**src/rtl/sri_pkg.sv**
```systemverilog
package sri_pkg;

  typedef struct packed {
    logic       set;
    logic [7:0] val;
    logic       wr;
    logic [7:0] wdata;
    logic       rd;
  } ptr_req_t;

  typedef enum logic [2:0] {
    I2C_IDLE, I2C_ADDR, I2C_AACK, I2C_WR, I2C_WACK, I2C_RD, I2C_MACK
  } i2c_st_t;

  function automatic logic [6:0] strap_to_addr(input logic [1:0] code);
    case (code)
      2'd0:    strap_to_addr = 7'h48;
      2'd1:    strap_to_addr = 7'h4A;
      default: strap_to_addr = 7'h4B;
    endcase
  endfunction

endpackage

```
**src/rtl/sri_sync.sv**
```systemverilog
module sri_sync #(
  parameter int          N   = 1,
  parameter logic [N-1:0] RST = '0
) (
  input  logic         clk,
  input  logic         rst_n,
  input  logic [N-1:0] d,
  output logic [N-1:0] q
);
  for (genvar g = 0; g < N; g++) begin : g_bit
    logic [1:0] ff;
    always_ff @(posedge clk or negedge rst_n) begin
      if (!rst_n) ff <= {2{RST[g]}};
      else        ff <= {ff[0], d[g]};
    end
    assign q[g] = ff[1];
  end
endmodule

```
**src/rtl/sri_ptr.sv**
```systemverilog
module sri_ptr
  import sri_pkg::*;
#(
  parameter int PTR_W = 7
) (
  input  logic             clk,
  input  logic             rst_n,
  input  ptr_req_t         req,
  output logic [PTR_W-1:0] ptr
);
  logic             adv;
  logic [PTR_W-1:0] load_val;

  assign adv      = (req.wr | req.rd) & ~req.set;
  assign load_val = PTR_W'(req.val);

  always_ff @(posedge clk or negedge rst_n) begin
    if (!rst_n)       ptr <= '0;
    else if (req.set) ptr <= load_val;
    else if (adv)     ptr <= ptr + PTR_W'(1);
  end

  assert_ptr_step_R2: assert property (@(posedge clk) disable iff (!rst_n)
    adv |=> ptr == $past(ptr) + PTR_W'(1));

  assert_ptr_load_R1: assert property (@(posedge clk) disable iff (!rst_n)
    req.set |=> ptr == $past(load_val));
endmodule

```
**src/rtl/sri_spi.sv**
```systemverilog
module sri_spi
  import sri_pkg::*;
(
  input  logic       clk,
  input  logic       rst_n,
  input  logic       en,
  input  logic       csn_s,
  input  logic       sclk_s,
  input  logic       mosi_s,
  input  logic [7:0] rdata,
  output ptr_req_t   req,
  output logic       miso,
  output logic       miso_oe
);
  logic       sclk_q, first, rd_mode, load_pend, miso_q, oe_q;
  logic [6:0] in_sr;
  logic [2:0] bit_cnt;
  logic [7:0] tx_sr, byte_val;
  logic       act, rise, fall, byte_done;

  assign act       = en & ~csn_s;
  assign rise      = act & sclk_s & ~sclk_q;
  assign fall      = act & ~sclk_s & sclk_q;
  assign byte_done = rise & (bit_cnt == 3'd7);
  assign byte_val  = {in_sr, mosi_s};

  always_ff @(posedge clk or negedge rst_n) begin
    if (!rst_n) begin
      sclk_q <= 1'b0; first <= 1'b1; rd_mode <= 1'b0; load_pend <= 1'b0;
      miso_q <= 1'b0; oe_q <= 1'b0; in_sr <= '0; bit_cnt <= '0; tx_sr <= '0;
    end else begin
      sclk_q    <= sclk_s;
      oe_q      <= act;
      load_pend <= 1'b0;
      if (!act) begin
        bit_cnt <= '0;
        first   <= 1'b1;
        rd_mode <= 1'b0;
      end else begin
        if (rise) begin
          in_sr   <= byte_val[6:0];
          bit_cnt <= bit_cnt + 3'd1;
        end
        if (byte_done) begin
          first <= 1'b0;
          if (first) rd_mode <= byte_val[7];
          load_pend <= first ? byte_val[7] : rd_mode;
        end
        if (load_pend) begin
          tx_sr <= rdata;
        end else if (fall) begin
          miso_q <= tx_sr[7];
          tx_sr  <= {tx_sr[6:0], 1'b0};
        end
      end
    end
  end

  always_comb begin
    req       = '0;
    req.set   = byte_done & first;
    req.val   = byte_val;
    req.wr    = byte_done & ~first & ~rd_mode;
    req.wdata = byte_val;
    req.rd    = load_pend & act;
  end

  assign miso    = miso_q;
  assign miso_oe = oe_q;

  assert_hiz_after_cs_R4: assert property (@(posedge clk) disable iff (!rst_n)
    (csn_s || !en) |=> !miso_oe);

  assert_fetch_not_on_fall_R3: assert property (@(posedge clk) disable iff (!rst_n)
    load_pend |-> !fall);
endmodule

```
**src/rtl/sri_alock.sv**
```systemverilog
module sri_alock
  import sri_pkg::*;
(
  input  logic       clk,
  input  logic       rst_n,
  input  logic [1:0] pin_code,
  input  logic       match_evt,
  output logic [6:0] my_addr
);
  logic       seen, locked;
  logic [1:0] lat_code;

  always_ff @(posedge clk or negedge rst_n) begin
    if (!rst_n) begin
      seen <= 1'b0; locked <= 1'b0; lat_code <= '0;
    end else if (match_evt) begin
      if (!seen) seen <= 1'b1;
      else if (!locked) begin
        locked   <= 1'b1;
        lat_code <= pin_code;
      end
    end
  end

  assign my_addr = strap_to_addr(locked ? lat_code : pin_code);

  assert_lock_hold_R9: assert property (@(posedge clk) disable iff (!rst_n)
    locked |=> locked && $stable(lat_code));

  assert_lock_after_two_R9: assert property (@(posedge clk) disable iff (!rst_n)
    $rose(locked) |-> $past(seen) && $past(match_evt));
endmodule

```
**src/rtl/sri_i2c.sv**
```systemverilog
module sri_i2c
  import sri_pkg::*;
(
  input  logic       clk,
  input  logic       rst_n,
  input  logic       en,
  input  logic       scl_s,
  input  logic       sda_s,
  input  logic [7:0] rdata,
  input  logic [6:0] my_addr,
  output ptr_req_t   req,
  output logic       match_evt,
  output logic       sda_low
);
  i2c_st_t    st;
  logic       scl_q, sda_q, rw, first, hit, mack_ok, drive;
  logic [3:0] cnt;
  logic [7:0] sr, tx, shifted;
  logic       start, stop, rise, fall, ld, wbyte;

  assign start     = en & scl_s & scl_q & sda_q & ~sda_s;
  assign stop      = en & scl_s & scl_q & ~sda_q & sda_s;
  assign rise      = en & scl_s & ~scl_q;
  assign fall      = en & ~scl_s & scl_q;
  assign shifted   = {sr[6:0], sda_s};
  assign match_evt = rise & (st == I2C_ADDR) & (cnt == 4'd7) & (shifted[7:1] == my_addr);
  assign ld        = fall & (((st == I2C_AACK) & rw) | ((st == I2C_MACK) & mack_ok));
  assign wbyte     = rise & (st == I2C_WR) & (cnt == 4'd7);

  always_ff @(posedge clk or negedge rst_n) begin
    if (!rst_n) begin
      st <= I2C_IDLE; scl_q <= 1'b1; sda_q <= 1'b1; cnt <= '0; sr <= '0; tx <= '0;
      rw <= 1'b0; first <= 1'b0; hit <= 1'b0; mack_ok <= 1'b0; drive <= 1'b0;
    end else begin
      scl_q <= scl_s;
      sda_q <= sda_s;
      if (!en) begin
        st <= I2C_IDLE; drive <= 1'b0;
      end else if (start) begin
        st <= I2C_ADDR; cnt <= '0; drive <= 1'b0; hit <= 1'b0;
      end else if (stop) begin
        st <= I2C_IDLE; drive <= 1'b0;
      end else begin
        if (rise && (st == I2C_ADDR || st == I2C_WR)) begin
          sr  <= shifted;
          cnt <= cnt + 4'd1;
        end
        if (rise && st == I2C_RD) cnt <= cnt + 4'd1;
        if (rise && st == I2C_ADDR && cnt == 4'd7) hit <= match_evt;
        if (rise && st == I2C_MACK) mack_ok <= ~sda_s;
        if (ld) begin
          tx    <= {rdata[6:0], 1'b0};
          drive <= ~rdata[7];
          st    <= I2C_RD;
          cnt   <= '0;
        end else if (fall) begin
          case (st)
            I2C_ADDR: if (cnt == 4'd8) begin
              if (hit) begin drive <= 1'b1; rw <= sr[0]; st <= I2C_AACK; end
              else st <= I2C_IDLE;
            end
            I2C_AACK: begin drive <= 1'b0; st <= I2C_WR; cnt <= '0; first <= 1'b1; end
            I2C_WR:   if (cnt == 4'd8) begin drive <= 1'b1; st <= I2C_WACK; first <= 1'b0; end
            I2C_WACK: begin drive <= 1'b0; st <= I2C_WR; cnt <= '0; end
            I2C_RD:   if (cnt == 4'd8) begin drive <= 1'b0; st <= I2C_MACK; end
                      else begin drive <= ~tx[7]; tx <= {tx[6:0], 1'b0}; end
            I2C_MACK: st <= I2C_IDLE;
            default:  ;
          endcase
        end
      end
    end
  end

  always_comb begin
    req       = '0;
    req.set   = wbyte & first;
    req.val   = shifted;
    req.wr    = wbyte & ~first;
    req.wdata = shifted;
    req.rd    = ld;
  end

  assign sda_low = drive;

  assert_sda_quiet_R6: assert property (@(posedge clk) disable iff (!rst_n)
    (scl_s && $past(scl_s)) |-> $stable(drive));

  assert_idle_released_R10: assert property (@(posedge clk) disable iff (!rst_n)
    stop |=> !sda_low);
endmodule

```
**src/rtl/sri_top.sv**
```systemverilog
module sri_top
  import sri_pkg::*;
#(
  parameter int PTR_W = 7
) (
  input  logic             clk,
  input  logic             rst_n,
  input  logic             use_i2c,
  input  logic             spi_csn,
  input  logic             spi_sclk,
  input  logic             spi_mosi,
  output logic             spi_miso,
  output logic             spi_miso_oe,
  input  logic             i2c_scl,
  input  logic             i2c_sda,
  output logic             i2c_sda_low,
  input  logic [1:0]       addr_pin,
  output logic [PTR_W-1:0] reg_addr,
  output logic [7:0]       reg_wdata,
  output logic             reg_we,
  output logic             reg_re,
  input  logic [7:0]       reg_rdata
);
  localparam int NSYNC = 5;

  logic [NSYNC-1:0] raw, syn;
  logic             csn_s, sclk_s, mosi_s, scl_s, sda_s;
  ptr_req_t         spi_req, i2c_req, req;
  logic             match_evt;
  logic [6:0]       my_addr;

  assign raw = {spi_csn, spi_sclk, spi_mosi, i2c_scl, i2c_sda};

  sri_sync #(.N(NSYNC), .RST(5'b10011)) u_sync (
    .clk(clk), .rst_n(rst_n), .d(raw), .q(syn));

  assign {csn_s, sclk_s, mosi_s, scl_s, sda_s} = syn;

  sri_spi u_spi (
    .clk(clk), .rst_n(rst_n), .en(~use_i2c), .csn_s(csn_s), .sclk_s(sclk_s),
    .mosi_s(mosi_s), .rdata(reg_rdata), .req(spi_req), .miso(spi_miso),
    .miso_oe(spi_miso_oe));

  sri_alock u_alock (
    .clk(clk), .rst_n(rst_n), .pin_code(addr_pin), .match_evt(match_evt),
    .my_addr(my_addr));

  sri_i2c u_i2c (
    .clk(clk), .rst_n(rst_n), .en(use_i2c), .scl_s(scl_s), .sda_s(sda_s),
    .rdata(reg_rdata), .my_addr(my_addr), .req(i2c_req), .match_evt(match_evt),
    .sda_low(i2c_sda_low));

  assign req = use_i2c ? i2c_req : spi_req;

  sri_ptr #(.PTR_W(PTR_W)) u_ptr (
    .clk(clk), .rst_n(rst_n), .req(req), .ptr(reg_addr));

  assign reg_we    = req.wr;
  assign reg_wdata = req.wdata;
  assign reg_re    = req.rd;

  assert_port_excl_R12: assert property (@(posedge clk) disable iff (!rst_n)
    !(reg_we && reg_re));

  assert_i2c_silent_R12: assert property (@(posedge clk) disable iff (!rst_n)
    (!use_i2c && !$past(use_i2c)) |-> !i2c_sda_low);
endmodule

```
**config.mk**
```make
export PLATFORM = sky130hd
export DESIGN_NAME = sri_top
export DESIGN_NICKNAME = d
export VERILOG_FILES = /design/src/rtl/sri_pkg.sv /design/src/rtl/sri_sync.sv /design/src/rtl/sri_ptr.sv /design/src/rtl/sri_spi.sv /design/src/rtl/sri_alock.sv /design/src/rtl/sri_i2c.sv /design/src/rtl/sri_top.sv
export SDC_FILE = /design/constraint.sdc
export NUM_CORES = 1
export LEC_CHECK = 0
export ABC_AREA = 1
export CAP_MARGIN = 20
export CORE_UTILIZATION = 35
export DETAILED_ROUTE_END_ITERATION = 7
export SYNTH_ARGS = -nofsm -noshare
export SYNTH_HDL_FRONTEND = slang
export SYNTH_SLANG_ARGS = --single-unit
```
**constraint.sdc**
```tcl
create_clock -name clk -period 1.4 [get_ports clk]
set_input_delay 0.35 -clock clk [delete_from_list [all_inputs] [get_ports clk]]
set_output_delay 0.35 -clock clk [all_outputs]
set_load 0.01 [all_outputs]
```
* Word-level counts from Yosys, hierarchy flattened
Index checks and enable logic that the tools add are counted.
Word-level totals: register bits 74, latch bits 0, RAM bits 0, ROM bits 0, input bits 18, output and inout bits 20, logic and storage cells 184, memories 0
Operators by class: $add $sub $neg 3, $mul 0, div/mod/pow operators 0, $lt $le $gt $ge 0, eq/ne operators 23, shift operators 0, mux-type cells 52, bitwise operators 50, reductions and logical operators 27
Operators by type and width (number):
- $mux 8 | 6
- $and 1x1->1 | 30
- $mux 3 | 10
- $mux 4 | 7
- $mux 1 | 20
- $mux 19 | 1
- $ne 6x3->1 const B | 3
- $not 1->1 | 18
- $pmux 3 s5 | 1
- $mux 7 | 2
- $eq 3x3->1 const B | 4
- $reduce_bool 2->1 | 6
- $reduce_and 5->1 | 2
- $ne 9x2->1 const B | 1
- $ne 8x2->1 const B | 1
- $reduce_and 2->1 | 4
- $reduce_and 4->1 | 2
- $reduce_and 8->1 | 1
- $add 7x1->7 const B | 1
- $eq 7x7->1 | 1
- $reduce_and 7->1 | 1
- $eq 3x2->1 const B | 2
- $ne 2x2->1 const B | 3
- $ne 6x2->1 const B | 1
- 19 further kinds | 27

* Logic depth before layout (Yosys ltp)
word-level depth 12, depth in mapped cells 12, depth with buffers taken out 11

* Cells and area by module
From an unflattened synthesis, not the netlist that was laid out.
Second synthesis, totals: cell total of the unflattened synthesis 545, area total of the unflattened synthesis 4272.8 sq um
Modules (own cells, without submodules):
- sri_i2c | instances 1, cells each 213, area an instance 1682.9 sq um, seq. area each 703.2 sq um
- sri_spi | instances 1, cells each 148, area an instance 1244.9 sq um, seq. area each 601.8 sq um
- sri_ptr | instances 1, cells each 70, area an instance 500.5 sq um, seq. area each 175.2 sq um
- sri_top | instances 1, cells each 70, area an instance 326.6 sq um, seq. area each 0.0 sq um
- sri_sync | instances 1, cells each 15, area an instance 295.3 sq um, seq. area each 257.7 sq um
- sri_alock | instances 1, cells each 29, area an instance 222.7 sq um, seq. area each 100.1 sq um

* Worst setup path after synthesis
Ideal clock, no wire load.
kind reg2reg, start reg u_i2c.cnt[0], end reg u_i2c.tx[6], setup time 113 ps, arrival 1413 ps, required time 1287 ps, slack -125 ps, stages on the path, launching flop included 11, buffers on the path 0, period minus slack after synthesis 1525 ps, path through dfrtp_1 -> inv_1 -> ha_1 -> nand2_1 -> nor2_1 -> nor2_1 -> nand2_2 -> nand2_2 -> or2_1 -> nand2_1 -> inv_1
On the way: cells in the longest elaborated chain, start to end 3
Ends and longest elaborated chain:
- start, declared | RTL line sri_i2c.sv:17 | logic [3:0] cnt;
- start signal, assigned | RTL line sri_i2c.sv:46 | cnt <= cnt + 4'd1;
- start signal, assigned | RTL line sri_i2c.sv:48 | if (rise && st == I2C_RD) cnt <= cnt + 4'd1;
- $eq 4x4->1 | RTL line sri_i2c.sv:65 | I2C_RD: if (cnt == 4'd8) begin drive <= 1'b0; st <= I2C_MACK; end
- $ne 2x1->1 (no line)
- $reduce_and 6->1 (no line)
- end signal, assigned | RTL line sri_i2c.sv:52 | tx <= {rdata[6:0], 1'b0};
- end signal, assigned | RTL line sri_i2c.sv:66 | else begin drive <= ~tx[7]; tx <= {tx[6:0], 1'b0}; end
- end, declared | RTL line sri_i2c.sv:18 | logic [7:0] sr, tx, shifted;
Every way passes these cells. A chain may end at the register's enable or synchronous reset.

* Worst setup path after layout
start reg u_spi.sclk_q, end out reg_we
On the way: cells in the longest elaborated chain, start to end 6
Ends and longest elaborated chain:
- start, declared | RTL line sri_spi.sv:15 | logic sclk_q, first, rd_mode, load_pend, miso_q, oe_q;
- start signal, assigned | RTL line sri_spi.sv:32 | sclk_q <= sclk_s;
- $not 1->1 | RTL line sri_spi.sv:22 | assign rise = act & sclk_s & ~sclk_q;
- $and 1x1->1 | RTL line sri_spi.sv:22
- $and 1x1->1 | RTL line sri_spi.sv:24 | assign byte_done = rise & (bit_cnt == 3'd7);
- $and 1x1->1 (2 in series) | RTL line sri_spi.sv:63 | req.wr = byte_done & ~first & ~rd_mode;
- $mux 19 | RTL line sri_top.sv:53 | assign req = use_i2c ? i2c_req : spi_req;
- end, declared | RTL line sri_top.sv:20 | output logic reg_we,
Every way passes these cells.

==> impl_metrics.ini <==
[cts]
clkTransAtPathRegs_ns = 0.09
cts.path.max_buffers = 2
postCtsHoldBufs = 0
cts_tree = done
htree_levels = 3
clock_sinks = 73
root_buffer = clkbuf_8
numCtsBuffers = 9
insertion_delay_ns = 0.35

[die]
fp.dieW_um = 105.3
dieArea_um2 = 11080
core_um2 = 10320
initial_core_util_pct = 36.15
io_pins = 38
die_h_um = 105.3
row_count = 37

[power_and_ir_drop]
p_per_area_nw_per_um2 = 878.2
leakage_uw = 0.003033
irDropWorstVdd_mv = 0.6539

[critical_path]
crit_arrival_ns = 1.45
crit_path_end_kind = primary output
required_ns = 1.05
cp_common_cell = nand2_4
r2r_start = u_i2c.cnt[0]
slowest_delay_ns = 0.43
crit_family = simple AND/OR/NAND/NOR gates
cp_max_fo = 2
r2r_slack_ns = -0.23
start_kind = flip-flop
cpMaxStageDelayCell = dfrtp_1
r2r_end = u_i2c.tx[3]
ff2ff_path_depth = 12
crit_type = flip-flop to primary output
path_buf_inv = 1
crit_chain = nor2_2 -> nand2_4 -> nor2_4 -> nand3_2 -> nand2_4 -> buf_6

[yosys]
avgSynthCellArea_um2 = 8.044
yosys-top-cells-area = dfrtp_1 (43%), nand2_1 (12%), dfstp_2 (6.3%)
synth_edf_count = 0
synthFlopType = dfrtp_1
synth_top_area_share_pct = 42.91
syn_nets = 487
synth_top_area_cell = dfrtp_1
yosysWarnings = 0
synth_cells = 464
yosysSeqAreaShare_pct = 49.25
netlist_area_um2 = 3732
synth_seq_cells = 73
async_flop_share_pct = 100.0
synth.distinct_cells = 36

[sta]
worst_slew_pin_slew_ns = 0.3957
slew_headroom_pct = 73.62
drv_slew = 0
finalHoldViolations = 3
period_share_pct = 128.6
setup_violations = 37
fmax_mhz = 555.4
fin_ws_ns = -0.4006
fin_crit_ns = 1.801
finClkSkew_ns = 0.01648
hold_slack_ns = -0.004255
rsz0062_at_grt = true

[route]
wl_met1_um = 4592
drtIter0Drc = 152
wl_um = 10310
vias_per_cell = 4.777
drtPass1Iterations = 4
top_layer = met4
drc = 0
ant_nets = 0
num_vias = 3645
routed-wl-met3_um = 293
wl_met2_um = 5323
detail_route.wl_per_cell_um = 13.51

[final_layout]
fin_nets = 645
diodes = 0
regArea_um2 = 1842
syn2layout_area_growth_pct = 65.07
drive_gt1_share_pct = 47.05
n_fill_cell = 826
final_util_pct = 59.68
multi_input_area_um2 = 2181
instances_no_fill = 763

[global_route]
grt_pass1_wl_um = 16180
antenna_found_initial = 0
first_global_vias = 3515
grt.total_usage_pct = 18.40
grt_max_degree = 74
grt-ovfl-total = 0

[run_status]
failed_checks = negative hold slack, negative setup slack
status = finished, violations left

[placed_design]
place_worst_setup_slack_ns = -0.8937
place_hpwl_um = 6298
gp_congestion = 0.9381
port_buffers = 37
dp.cells = 705

[worst_hold_path]
hold_class = input port to async pin

[job]
cap_viol_max_count = 0
==> cell usage in the layout, fill, tap and decap left out, types with 8 or more instances in the layout <==
cell type         n
clkdlybuf4s50_1  15
buf_4            82
o21ai_2           8
nor2_1           27
nand2_2          27
buf_12            8
nand3_1          23
nand3_2          14
clkbuf_8          9
nand2_4          12
inv_1            42
nor2_4           14
dfrtp_1          61
inv_2            13
o21ai_0          16
nand2_1          92
buf_6            33
o21ai_1          14
nor2_2           12
dfstp_2           9
==> through the flow <==
stage               setup TNS [ns]  cell area [um^2]  total power (uW)  hold WS [ns]
CTS                         -5.999              5733              5258       0.02837
global route                -8.893              6161              5686       0.02790
detailed placement          -34.22              4920              3351        0.3371
finish                      -5.430              6161              5411     -0.004255
floorplan                  -0.2471              3809              2839       0.05441
global placement            -33.35              4920              3331        0.3337
==> routing by layer <==
metal  GRT usage, %  up-vias
met2          31.63       64
met1          23.61     1763
met5              0        -
met4          5.030        0
li1               -     1809
met3          3.525        9
==> registers in the layout, indices dropped and copies added, names as in the netlist, 4 cells and up <==
signal           cells
u_sync.g_bit.ff     10
u_spi.in_sr          7
u_i2c.sr             7
u_i2c.tx             7
u_spi.tx_sr          8
u_i2c.cnt            4
u_ptr.ptr            7
==> what timing repair did <==
| action | in CTS | in global routing |
|---|---|---|
| pin swaps | 31 | 41 |
| buffers inserted | 26 | 22 |
| gates cloned | 3 | 1 |
| setup endpoints to repair | 66 | 63 |
| endpoints found under the hold margin | 0 | 0 |
| resized for setup | 167 | 99 |
==> layout make-up <==
type,count,area share [%]
Multi-Input combinational cell,322,35.40
Sequential cell,73,29.89
Timing Repair Buffer,157,24.88
Inverter,59,3.920
Tap cell,136,2.762
Clock buffer,9,2.011
Clock inverter,7,1.137
==> report_power, final <==
part           internal, uW  leakage (uW)  switching, uW  total (uW)
Sequential             2310      0.000932            126        2440
Combinational           681       0.00200            618        1300
Clock                   823     0.0000994            848        1670
Total                  3820       0.00303           1590        5410
==> Yosys cell counts (all sizes together), types with 5 or more instances <==
library cell,n
nand2,136
dfrtp,64
inv,59
nor2,54
o21ai,45
nand3,38
dfstp,9
a21oi,8
nand4,8
buf,7
o22ai,6
ha,5
xor2,5
==> cells by family after synthesis <==
logic type / count (synthesis) / synth area share, %
AO/OA/AOI/OAI: 68 / 9.991
XOR/XNOR: 6 / 1.408
adder cells (fa/ha/maj): 5 / 1.676
buffers and inverters: 69 / 7.610
flip-flops: 73 / 49.25
AND/OR/NAND/NOR: 243 / 30.07
==> worst reg2reg max path, stage by stage, from the launching register on <==
cell	delay (ns)
dfrtp_1	0.37
buf_6	0.11
inv_4	0.03
ha_4	0.16
nand2_4	0.06
nor2_4	0.04
buf_6	0.11
nor2_4	0.12
nand2_4	0.09
buf_12	0.14
buf_6	0.11
o22ai_2	0.12
nor2_1	0.05
==> how the worst max path moves through the flow <==
stage	from	end	slack [ns]	depth (start not counted)
final	u_spi.sclk_q	reg_we	-0.40	6
after global routing	u_spi.bit_cnt[0]	reg_we	-0.49	7
after CTS	u_sync.g_bit[1].ff[1]	reg_we	-0.49	7
after detailed placement	use_i2c	reg_we	-0.89	9
after global placement	use_i2c	reg_we	-0.87	8
after floorplan	u_i2c.cnt[0]	u_i2c.tx[6]	-0.08	10
Note: power is estimated with default switching activity, not from simulation.
